[config.mk]
export PLATFORM = sky130hd
export DESIGN_NAME = serial_port_core
export DESIGN_NICKNAME = d
export VERILOG_FILES = /design/src/rtl/sp_pkg.sv /design/src/rtl/sp_rate_gen.sv /design/src/rtl/sp_tx.sv /design/src/rtl/sp_rx.sv /design/src/rtl/serial_port_core.sv
export SDC_FILE = /design/constraint.sdc
export NUM_CORES = 1
export LEC_CHECK = 0
export ABC_AREA = 0
export ABC_CLOCK_PERIOD_IN_PS = 1850
export BUFFER_PORTS_ARGS = -buffer_cell sky130_fd_sc_hd__buf_2
export CAP_MARGIN = 20
export CORE_MARGIN = 1.5
export CORE_UTILIZATION = 55
export CTS_BUF_LIST = sky130_fd_sc_hd__clkbuf_16
export CTS_CLUSTER_DIAMETER = 100
export DETAILED_ROUTE_END_ITERATION = 7
export PLACE_DENSITY_LB_ADDON = 0.15
export SETUP_SLACK_MARGIN = 0.02
export SLEW_MARGIN = 20
export SYNTH_ARGS = -nofsm -noshare
export SYNTH_HDL_FRONTEND = slang
export SYNTH_SLANG_ARGS = --single-unit
export TNS_END_PERCENT = 100
[constraint.sdc]
create_clock -name clk -period 1.85 [get_ports clk]
set_clock_uncertainty 0.05 [all_clocks]
set_input_delay 0.0925 -clock clk [delete_from_list [all_inputs] [get_ports clk]]
set_output_delay 0.0925 -clock clk [all_outputs]
set_load 0.02 [all_outputs]
[src/rtl/sp_pkg.sv]
package sp_pkg;

   localparam int BUS_AW = 3;
   localparam int BUS_DW = 8;

   localparam logic [BUS_AW-1:0] ADDR_DATA   = 3'd0;
   localparam logic [BUS_AW-1:0] ADDR_STATUS = 3'd1;
   localparam logic [BUS_AW-1:0] ADDR_CTRL   = 3'd2;
   localparam logic [BUS_AW-1:0] ADDR_RATE   = 3'd3;
   localparam logic [BUS_AW-1:0] ADDR_LINE   = 3'd4;

   typedef enum logic [2:0] {
      PAR_NONE  = 3'd0,
      PAR_ODD   = 3'd1,
      PAR_EVEN  = 3'd2,
      PAR_ONE   = 3'd3,
      PAR_ZERO  = 3'd4
   } par_mode_e;

   // returns {enabled, parity bit} for a data byte under a mode code
   function automatic logic [1:0] parity_of(input logic [2:0] mode, input logic [7:0] d);
      logic [1:0] r;
      case (mode)
         PAR_ODD:  r = {1'b1, ~(^d)};
         PAR_EVEN: r = {1'b1, ^d};
         PAR_ONE:  r = 2'b11;
         PAR_ZERO: r = 2'b10;
         default:  r = 2'b00;
      endcase
      return r;
   endfunction

endpackage

[src/rtl/sp_rate_gen.sv]
module sp_rate_gen #(
   parameter int DIV_W = 8
) (
   input  logic             clk,
   input  logic             rst_n,
   input  logic [DIV_W-1:0] div,
   output logic             tick
);
   logic [DIV_W-1:0] cnt;

   assign tick = (cnt >= div);

   always_ff @(posedge clk) begin
      if (!rst_n)    cnt <= '0;
      else if (tick) cnt <= '0;
      else           cnt <= cnt + 1'b1;
   end
endmodule

[src/rtl/sp_tx.sv]
module sp_tx #(
   parameter int DATA_BITS = 8,
   parameter int OSR       = 16
) (
   input  logic                 clk,
   input  logic                 rst_n,
   input  logic                 tick,
   input  logic                 hold_full,
   input  logic [DATA_BITS-1:0] hold_data,
   input  logic [2:0]           par_mode,
   input  logic                 two_stop,
   output logic                 load,
   output logic                 busy,
   output logic                 txd
);
   localparam int FRAME_W = DATA_BITS + 4;
   localparam int CNT_W   = $clog2(OSR);
   localparam int LEN_W   = $clog2(FRAME_W + 1);

   logic [FRAME_W-1:0] shreg, frame;
   logic [LEN_W-1:0]   left, len;
   logic [CNT_W-1:0]   sub;
   logic [1:0]         pb;
   logic               last_slot;

   always_comb begin
      pb    = sp_pkg::parity_of(par_mode, 8'(hold_data));
      frame = '1;
      frame[0] = 1'b0;
      frame[DATA_BITS:1] = hold_data;
      if (pb[1]) frame[DATA_BITS+1] = pb[0];
      len = LEN_W'(1 + DATA_BITS + 1) + LEN_W'(pb[1]) + LEN_W'(two_stop);
   end

   assign last_slot = (sub == CNT_W'(OSR-1)) && (left == LEN_W'(1));
   assign load      = tick && hold_full && (!busy || last_slot);
   assign txd       = busy ? shreg[0] : 1'b1;

   always_ff @(posedge clk) begin
      if (!rst_n) begin
         shreg <= '1;
         left  <= '0;
         sub   <= '0;
         busy  <= 1'b0;
      end else if (load) begin
         shreg <= frame;
         left  <= len;
         sub   <= '0;
         busy  <= 1'b1;
      end else if (tick && busy) begin
         if (sub == CNT_W'(OSR-1)) begin
            sub   <= '0;
            shreg <= {1'b1, shreg[FRAME_W-1:1]};
            left  <= left - 1'b1;
            if (left == LEN_W'(1)) busy <= 1'b0;
         end else begin
            sub <= sub + 1'b1;
         end
      end
   end
endmodule

[src/rtl/sp_rx.sv]
module sp_rx #(
   parameter int DATA_BITS   = 8,
   parameter int OSR         = 16,
   parameter int SYNC_STAGES = 2
) (
   input  logic                 clk,
   input  logic                 rst_n,
   input  logic                 tick,
   input  logic                 rxd,
   input  logic [2:0]           par_mode,
   output logic                 done,
   output logic [DATA_BITS-1:0] data,
   output logic                 par_err,
   output logic                 frm_err
);
   localparam int CNT_W = $clog2(OSR);
   localparam int IDX_W = $clog2(DATA_BITS);

   typedef enum logic [2:0] {S_IDLE, S_START, S_DATA, S_PAR, S_STOP} rx_state_e;

   rx_state_e            st;
   logic [CNT_W-1:0]     sub;
   logic [IDX_W-1:0]     idx;
   logic [DATA_BITS-1:0] sh;
   logic                 par_smp;
   logic                 rx_s;
   logic [1:0]           pexp;

   generate
      if (SYNC_STAGES == 1) begin : g_sync1
         logic s0;
         always_ff @(posedge clk) begin
            if (!rst_n) s0 <= 1'b1;
            else        s0 <= rxd;
         end
         assign rx_s = s0;
      end else begin : g_syncn
         logic [SYNC_STAGES-1:0] chain;
         always_ff @(posedge clk) begin
            if (!rst_n) chain <= '1;
            else        chain <= {chain[SYNC_STAGES-2:0], rxd};
         end
         assign rx_s = chain[SYNC_STAGES-1];
      end
   endgenerate

   assign pexp = sp_pkg::parity_of(par_mode, 8'(sh));

   always_ff @(posedge clk) begin
      if (!rst_n) begin
         st      <= S_IDLE;
         sub     <= '0;
         idx     <= '0;
         sh      <= '0;
         par_smp <= 1'b0;
         done    <= 1'b0;
         data    <= '0;
         par_err <= 1'b0;
         frm_err <= 1'b0;
      end else begin
         done <= 1'b0;
         if (tick) begin
            case (st)
               S_IDLE: if (!rx_s) begin
                  st  <= S_START;
                  sub <= '0;
               end
               S_START: begin
                  if (sub == CNT_W'(OSR/2 - 1)) begin
                     sub <= '0;
                     idx <= '0;
                     st  <= rx_s ? S_IDLE : S_DATA;
                  end else sub <= sub + 1'b1;
               end
               S_DATA: begin
                  if (sub == CNT_W'(OSR-1)) begin
                     sub <= '0;
                     sh  <= {rx_s, sh[DATA_BITS-1:1]};
                     idx <= idx + 1'b1;
                     if (idx == IDX_W'(DATA_BITS-1))
                        st <= pexp[1] ? S_PAR : S_STOP;
                  end else sub <= sub + 1'b1;
               end
               S_PAR: begin
                  if (sub == CNT_W'(OSR-1)) begin
                     sub     <= '0;
                     par_smp <= rx_s;
                     st      <= S_STOP;
                  end else sub <= sub + 1'b1;
               end
               S_STOP: begin
                  if (sub == CNT_W'(OSR-1)) begin
                     sub     <= '0;
                     done    <= 1'b1;
                     data    <= sh;
                     frm_err <= !rx_s;
                     par_err <= pexp[1] && (par_smp != pexp[0]);
                     st      <= S_IDLE;
                  end else sub <= sub + 1'b1;
               end
               default: st <= S_IDLE;
            endcase
         end
      end
   end
endmodule

[src/rtl/serial_port_core.sv]
module serial_port_core #(
   parameter int DATA_BITS   = 8,
   parameter int OSR         = 16,
   parameter int DIV_W       = 8,
   parameter int SYNC_STAGES = 2
) (
   input  logic                      clk,
   input  logic                      rst_n,
   input  logic [sp_pkg::BUS_AW-1:0] bus_addr,
   input  logic                      bus_wr,
   input  logic [sp_pkg::BUS_DW-1:0] bus_wdata,
   input  logic                      bus_rd,
   output logic [sp_pkg::BUS_DW-1:0] bus_rdata,
   output logic                      txd,
   input  logic                      rxd,
   output logic                      term_ready,
   output logic                      req_send,
   output logic                      aux_out,
   input  logic                      data_mode_in,
   input  logic                      clear_send_in,
   input  logic                      aux_in
);
   import sp_pkg::*;

   initial begin
      assert (DATA_BITS >= 5 && DATA_BITS <= BUS_DW) else $error("DATA_BITS out of range");
      assert (OSR >= 4 && (OSR & (OSR-1)) == 0) else $error("OSR must be a power of two >= 4");
      assert (DIV_W >= 1 && DIV_W <= BUS_DW) else $error("DIV_W out of range");
      assert (SYNC_STAGES >= 1) else $error("SYNC_STAGES must be >= 1");
   end

   logic [5:0]           ctrl;
   logic [DIV_W-1:0]     rate;
   logic [DATA_BITS-1:0] hold_data;
   logic                 hold_full;
   logic [DATA_BITS-1:0] rx_buf;
   logic                 rx_full, pe, fe, ovr;
   logic                 tick, tx_load, tx_busy;
   logic                 rx_done, rx_pe, rx_fe;
   logic [DATA_BITS-1:0] rx_data;
   logic                 wr_data_sel, rd_data_sel, two_stop;

   assign wr_data_sel = bus_wr && (bus_addr == ADDR_DATA);
   assign rd_data_sel = bus_rd && (bus_addr == ADDR_DATA);
   assign two_stop    = (rate == '1);

   assign term_ready = ctrl[3];
   assign req_send   = ctrl[4];
   assign aux_out    = ctrl[5];

   always_ff @(posedge clk) begin
      if (!rst_n) begin
         ctrl <= '0;
         rate <= '0;
      end else if (bus_wr) begin
         if (bus_addr == ADDR_CTRL) ctrl <= bus_wdata[5:0];
         if (bus_addr == ADDR_RATE) rate <= bus_wdata[DIV_W-1:0];
      end
   end

   always_ff @(posedge clk) begin
      if (!rst_n) begin
         hold_data <= '0;
         hold_full <= 1'b0;
      end else if (wr_data_sel) begin
         hold_data <= bus_wdata[DATA_BITS-1:0];
         hold_full <= 1'b1;
      end else if (tx_load) begin
         hold_full <= 1'b0;
      end
   end

   always_ff @(posedge clk) begin
      if (!rst_n) begin
         rx_buf  <= '0;
         rx_full <= 1'b0;
         pe      <= 1'b0;
         fe      <= 1'b0;
         ovr     <= 1'b0;
      end else begin
         if (rd_data_sel) begin
            rx_full <= 1'b0;
            pe      <= 1'b0;
            fe      <= 1'b0;
            ovr     <= 1'b0;
         end
         if (rx_done) begin
            if (rx_full && !rd_data_sel) begin
               ovr <= 1'b1;
            end else begin
               rx_buf  <= rx_data;
               rx_full <= 1'b1;
               pe      <= rx_pe;
               fe      <= rx_fe;
            end
         end
      end
   end

   always_comb begin
      case (bus_addr)
         ADDR_DATA:   bus_rdata = BUS_DW'(rx_buf);
         ADDR_STATUS: bus_rdata = {3'b000, !hold_full, rx_full, ovr, fe, pe};
         ADDR_CTRL:   bus_rdata = {2'b00, ctrl};
         ADDR_RATE:   bus_rdata = BUS_DW'(rate);
         ADDR_LINE:   bus_rdata = {5'b00000, aux_in, clear_send_in, data_mode_in};
         default:     bus_rdata = '0;
      endcase
   end

   sp_rate_gen #(.DIV_W(DIV_W)) u_rate (
      .clk(clk), .rst_n(rst_n), .div(rate), .tick(tick)
   );

   sp_tx #(.DATA_BITS(DATA_BITS), .OSR(OSR)) u_tx (
      .clk(clk), .rst_n(rst_n), .tick(tick),
      .hold_full(hold_full), .hold_data(hold_data),
      .par_mode(ctrl[2:0]), .two_stop(two_stop),
      .load(tx_load), .busy(tx_busy), .txd(txd)
   );

   sp_rx #(.DATA_BITS(DATA_BITS), .OSR(OSR), .SYNC_STAGES(SYNC_STAGES)) u_rx (
      .clk(clk), .rst_n(rst_n), .tick(tick), .rxd(rxd),
      .par_mode(ctrl[2:0]), .done(rx_done), .data(rx_data),
      .par_err(rx_pe), .frm_err(rx_fe)
   );
endmodule

Word level (Yosys, flattened, before mapping)
Cells that the tools add are included.
- output and inout bits: 12
- register bits: 94
- input bits: 19
- logic and storage cells: 146
- equality and inequality tests: 25
- bitwise operators: 4
- mux-type cells: 47
- magnitude comparators: 1
- reduce and logical (&&, ||, !) cells: 38
- add/subtract/negate cells: 7
- operator list (kind ; number):
    case mux 8 bit (5 select lines) ; 1
    two-way mux 10 bit ; 3
    two-way mux 4 bit ; 7
    two-way mux 3 bit ; 9
    two-way mux 1 bit ; 21
    == test 3 x 2 -> 1 bit, second input constant ; 6
    AND reduction 3 bit ; 6
    case mux 2 bit (4 select lines) ; 2
    XOR reduction 8 bit ; 2
    case mux 3 bit (5 select lines) ; 1
    == test 3 bit, second input constant ; 4
    case mux 4 bit (3 select lines) ; 1
    inequality test 2 x 1 -> 1 bit, second input constant ; 5
    nonzero test 2 bit ; 5
    == test 3 x 1 -> 1 bit, second input constant ; 3
    adder 4 x 1 -> 4 bit, second input constant ; 2
    adder 8 x 1 -> 8 bit, second input constant ; 1
    == test 4 bit, second input constant ; 2
    == test 8 bit, second input constant ; 1
    >= comparator 8 bit ; 1
    logical AND 1 bit ; 8
    AND reduction 2 bit ; 4
    AND reduction 7 bit ; 1
    zero test 3 bit ; 2
    other kinds (17) ; 24

Longest topological paths before layout
- depth after elaboration: 7
- depth in mapped cells: 10
- depth with buffers taken out: 9

By module
A second synthesis with hierarchy kept.
- cells, all modules: 567
- area, all modules: 5002.3 µm²
- by module, submodules not included (module ; area each (µm²) ; seq. area each (µm²) ; instances ; cells an instance):
    serial_port_core ; 1879.3 ; 700.7 ; 1 ; 215
    sp_rx ; 1579.0 ; 640.6 ; 1 ; 171
    sp_tx ; 1018.5 ; 380.4 ; 1 ; 123
    sp_rate_gen ; 525.5 ; 160.2 ; 1 ; 58

Least setup slack after synthesis
No wires, ideal clock.
- kind: register to register
- start: register u_rate.cnt[0]
- end: register u_rx.idx[1]
- data required time: 1.682 ns
- arrival time: 1.856 ns
- period minus slack after synthesis: 2.024 ns
- stages on the path, launching flop included: 11
- library setup time: 0.118 ns
- buffers on the path: 1
- path slack: -0.174 ns
- cell sequence: dfxtp_1 > inv_1 > ha_1 > nand2b_1 > a21oi_1 > o21ai_2 > a21oi_2 > nor3_1 > buf_6 > a22oi_1 > nor2b_1
- word-level cells in the longest chain between the ends: 2
- ends and longest elaborated chain (what ; RTL line ; text):
    start: declaration ; sp_rate_gen.sv:9 ; logic [DIV_W-1:0] cnt;
    start signal: assignment ; sp_rate_gen.sv:16 ; else cnt <= cnt + 1'b1;
    >= comparator 8 bit ; sp_rate_gen.sv:11 ; assign tick = (cnt >= div);
    AND reduction 4 bit (no line) ; - ;
    end signal: assignment ; sp_rx.sv:79 ; idx <= idx + 1'b1;
    end: declaration ; sp_rx.sv:23 ; logic [IDX_W-1:0] idx;
Every way passes these cells.
A chain may end at the register's enable or synchronous reset.

Final worst setup path
- start: register u_rate.cnt[0]
- end: register u_tx.left[2]
- word-level cells in the longest chain between the ends: 5
- elaborated cells on any way between the ends: 8
- those cells by class: 1 x order compare; 1 x mux; 6 x reduce/logical
- ends and longest elaborated chain (what ; RTL line ; text):
    >= comparator 8 bit * ; sp_rate_gen.sv:11 ;
    logical AND 1 bit (2 in series) ; sp_tx.sv:36 ; assign load = tick && hold_full && (!busy || last_slot);
    nonzero test 2 bit (no line) ; - ;
    AND reduction 2 bit (no line) ; - ;
    end signal: assignment ; sp_tx.sv:47 ; left <= len;
    end signal: assignment ; sp_tx.sv:54 ; left <= left - 1'b1;
    end: declaration ; sp_tx.sv:21 ; logic [LEN_W-1:0] left, len;
Every way passes the cells marked *; elsewhere a longest branch is shown, timed or not.

==> impl_summary.txt <==
----------------------------------------------------
[Clocking]
  CTS tree ... done
  Clock-pin transition on the worst setup and hold timing paths ... 0.07 ns
  Root Buffer Master ... sky130_fd_sc_hd__clkbuf_16
  Clock Sink Count ... 94
  Inserted Clock Buffers ... 9
  Max Root-Sink Buffers ... 2
  Clock insertion delay at the later pin of the skew report ... 0.34 ns
  Htree depth ... 3

[Final layout]
  Final Non-Filler Cells ... 717
  Fill cells ... 632
  Post-route standard cell area excluding fillers ... 0.00604 sq mm
  Post-Route Utilization ... 0.728
  Relative area change from synthesis to final layout ... 27.4%
  Fraction of layout cells with a size suffix above 1 ... 0.276
  # nets final ... 642
  Inserted Diodes ... 0

[Synth]
  Area share of and/or/nand/nor cells after synthesis ... 0.235
  Synth Warn # ... 0
  Synth top area cells ... sky130_fd_sc_hd__dfxtp_1, sky130_fd_sc_hd__mux2i_1, sky130_fd_sc_hd__nand2_1, sky130_fd_sc_hd__a21boi_0, sky130_fd_sc_hd__nor2b_1
  Sequential element share of the synthesized area ... 0.397
  Synthesized flop and latch total ... 94
  Share of Yosys cell area claimed by the top area cell type ... 0.397
  Multiplexer fraction of the synthesized cell area ... 0.0907
  Main combinational cell family by area after synthesis ... simple AND/OR/NAND/NOR gates
  Top flip-flop cell by instance count after synthesis ... sky130_fd_sc_hd__dfxtp_1
  XOR/XNOR Fraction of Synth Area ... 0.0461
  Post-Syn Area per Cell ... 8.85 sq um
  Synth area leader ... sky130_fd_sc_hd__dfxtp_1
  Adder-cell area share of the yosys netlist ... 0.0422
  Most instantiated cells after synthesis ... sky130_fd_sc_hd__dfxtp_1, sky130_fd_sc_hd__nand2_1, sky130_fd_sc_hd__mux2i_1, sky130_fd_sc_hd__nor2b_1, sky130_fd_sc_hd__a21boi_0
  Synthesized netlist net count ... 571
  Number of different library cells in the post-synthesis netlist ... 54
  Most used standard cell by instance count after synthesis ... sky130_fd_sc_hd__dfxtp_1
  Synthesized-area fraction occupied by ao, oa, aoi and oai cells ... 0.148
  Gate count of the mapped netlist ... 536
  Async set or reset register ratio after synthesis ... 0
  Cell Area, Synth ... 0.00475 sq mm
  Count of flip-flops with a built-in enable after synthesis ... 0

[Global routing]
  Global-route wire length before repair ... 17.3 mm
  Global Route Usage Sum ... 0.247
  Pin count of the biggest net entering global routing ... 48
  Number of antenna violations at the first check in global routing ... 0
  Via count of the first global-routing pass ... 3,531
  Residual overflow from global routing ... 0

[Place]
  Post-DP HPWL ... 7.56 mm
  DP Worst Slack ... -0.172 ns
  PortBufs ... 30
  Gp weighted congestion ... 0.840
  Dpl cells ... 684
  Placed standard-cell area ... 0.00527 sq mm

[Route]
  Avg WL per Cell ... 15.6 um
  Final routed DRC violation total ... 0
  Via count normalized by instance count ... 5.51
  Vias after detailed routing ... 3,950
  Remaining number of nets flagged by the antenna check after routing ... 0
  Final wirelength ... 11.2 mm
  First-pass DRT Iterations ... 4
  Iter 0 DRT Violations ... 103

[Run]
  Max-Cap Viols ... 0

[STA]
  Top achievable clock speed ... 494 MHz
  Final Critical Period ... 2.02 ns
  Number of endpoints failing setup at the final stage ... 41
  Max Slew Vio Count ... 0
  Setup Total Neg Slack ... -3.74 ns
  Worst slew margin relative to its limit ... 0.700
  Slew at the pin closest to its max-slew limit ... 0.449 ns
  Final worst hold slack ... 0.00914 ns
  Minimum setup slack in the final design ... -0.175 ns
  Unrepaired setup endpoints after global routing ... yes
  Fin crit share ... 1.09
  Hold Vio Cnt, Final ... 0

[Outcome]
  Result of the run ... finished, violations left
  Violated checks ... setup timing

[Worst setup path]
  Kind of end point of the critical path ... flip-flop
  Data required time at the worst endpoint ... 2.03 ns
  Class of the most critical setup path ... reg2reg
  Max FO, Critical Path ... 8
  Critical Path AT ... 2.21 ns
  CP Launch Type ... flip-flop

[Die]
  Ports ... 31
  Die ar. ... 0.00919 sq mm
  Floorplan core area ... 0.00830 sq mm
  FP Rows ... 33
  X dimension of the die ... 95.9 um
  Initial Util ... 0.572
  Die Y ... 95.9 um

[Power]
  IR Drop Worst-Case VDD ... 482 uV
  Final total power ... 4.33 mW
  Pwr dens ... 716 mW/mm^2
  Static leakage power ... 2.19 nW

[Worst hold path]
  Class of the most critical hold timing path ... in2reg

----------------------------------------------------
==> cell type report <==
cell class / instances / area [sq um] / area share
Clock buffer: 9 / 225 / 0.0373
Clock inverter: 7 / 62.6 / 0.0103
Inverter: 14 / 52.6 / 0.00869
Multi-Input combinational cell: 399 / 2960 / 0.489
Sequential cell: 94 / 1890 / 0.313
Tap cell: 105 / 131 / 0.0217
Timing Repair Buffer: 89 / 724 / 0.120
==> critical path, cell delays in order, from the launching register on <==
cell	delay, ns
sky130_fd_sc_hd__dfxtp_2	0.33
sky130_fd_sc_hd__inv_2	0.04
sky130_fd_sc_hd__ha_4	0.20
sky130_fd_sc_hd__nand2b_4	0.14
sky130_fd_sc_hd__a21oi_4	0.17
sky130_fd_sc_hd__o21ai_4	0.08
sky130_fd_sc_hd__buf_4	0.14
sky130_fd_sc_hd__buf_6	0.10
sky130_fd_sc_hd__a21o_4	0.21
sky130_fd_sc_hd__buf_12	0.15
sky130_fd_sc_hd__nand2_2	0.06
sky130_fd_sc_hd__xor2_1	0.15
sky130_fd_sc_hd__a21oi_1	0.08
==> power breakdown <==
part	internal, mW	switching, mW	leakage [nW]
logic	0.220	0.231	1.29
registers	2.05	0.0315	0.762
clock network	0.941	0.852	0.139
==> flip-flops by register name, summed over array words and instances (netlist names), 2 cells and up <==
signal and cells:
u_tx.shreg 10, hold_data 8, rate 8, rx_buf 8, u_rate.cnt 8, u_rx.data 8, u_rx.sh 8, ctrl 6
u_rx.sub 4, u_tx.left 4, u_tx.sub 4, u_rx.idx 3, u_rx.st 3, u_rx.g_syncn.chain 2
==> layer usage <==
| layer | up-vias | routed length [um] | GRT usage |
|---|---|---|---|
| li1 | 1988 | - | - |
| met1 | 1893 | 5140 | 0.324 |
| met2 | 54 | 5660 | 0.414 |
| met3 | 15 | 257 | 0.0466 |
| met4 | 0 | 126 | 0.0662 |
| met5 | - | 0 | 0 |
==> final timing paths <==
check	start	endpoint	slack, ns	cells past startpoint
max	u_rate.cnt[0]$_SDFF_PP0_	u_tx.left[2]$_SDFFE_PN0P_	-0.17	12
min	bus_wdata[2]	hold_data[2]$_SDFFE_PN0P_	0.009	3
min reg2reg	u_rx.g_syncn.chain[0]$_SDFF_PN1_	u_rx.g_syncn.chain[1]$_SDFF_PN1_	0.37	1
max reg2reg	u_rate.cnt[0]$_SDFF_PP0_	u_tx.left[2]$_SDFFE_PN0P_	-0.17	12
==> cells by family after synthesis <==
group,count (synthesis)
DFF,94
adders and majority gates,16
buffers and inverters,43
muxes,40
AOI/OAI and AO/OA,105
and+or+nand+nor,213
xor gates and xnor gates,25
==> what timing repair did <==
item / 4_1_cts / 5_1_grt
hold endpoints to repair: 10 / 0
hold buffers: 8 / 0
pin swaps: 5 / 24
gates resized for setup: 36 / 42
setup buffers: 5 / 2
gates cloned: 1 / 2
setup endpoints to repair: 57 / 58
==> layout by cell type (no fill, tap or decap), types with 4 or more instances in the layout <==
| cell type | count |
|---|---|
| sky130_fd_sc_hd__a21boi_0 | 26 |
| sky130_fd_sc_hd__a21boi_1 | 7 |
| sky130_fd_sc_hd__a21oi_1 | 23 |
| sky130_fd_sc_hd__a21oi_2 | 7 |
| sky130_fd_sc_hd__a22oi_1 | 7 |
| sky130_fd_sc_hd__and3_1 | 5 |
| sky130_fd_sc_hd__buf_12 | 4 |
| sky130_fd_sc_hd__buf_2 | 30 |
| sky130_fd_sc_hd__buf_4 | 38 |
| sky130_fd_sc_hd__buf_6 | 7 |
| sky130_fd_sc_hd__clkbuf_16 | 11 |
| sky130_fd_sc_hd__dfxtp_1 | 89 |
| sky130_fd_sc_hd__dfxtp_2 | 4 |
| sky130_fd_sc_hd__dlygate4sd3_1 | 8 |
| sky130_fd_sc_hd__ha_1 | 11 |
| sky130_fd_sc_hd__ha_4 | 5 |
| sky130_fd_sc_hd__inv_1 | 12 |
| sky130_fd_sc_hd__mux2_2 | 4 |
| sky130_fd_sc_hd__mux2i_1 | 32 |
| sky130_fd_sc_hd__nand2_1 | 70 |
| sky130_fd_sc_hd__nand2_2 | 6 |
| sky130_fd_sc_hd__nand2b_1 | 5 |
| sky130_fd_sc_hd__nand3_1 | 13 |
| sky130_fd_sc_hd__nand4_1 | 4 |
| sky130_fd_sc_hd__nor2_1 | 25 |
| sky130_fd_sc_hd__nor2b_1 | 34 |
| sky130_fd_sc_hd__nor3b_1 | 9 |
| sky130_fd_sc_hd__nor3b_2 | 5 |
| sky130_fd_sc_hd__o21ai_0 | 10 |
| sky130_fd_sc_hd__o21ai_1 | 5 |
| sky130_fd_sc_hd__xnor2_1 | 17 |
| sky130_fd_sc_hd__xor2_1 | 7 |
Note: power is estimated with default switching activity, not from simulation.
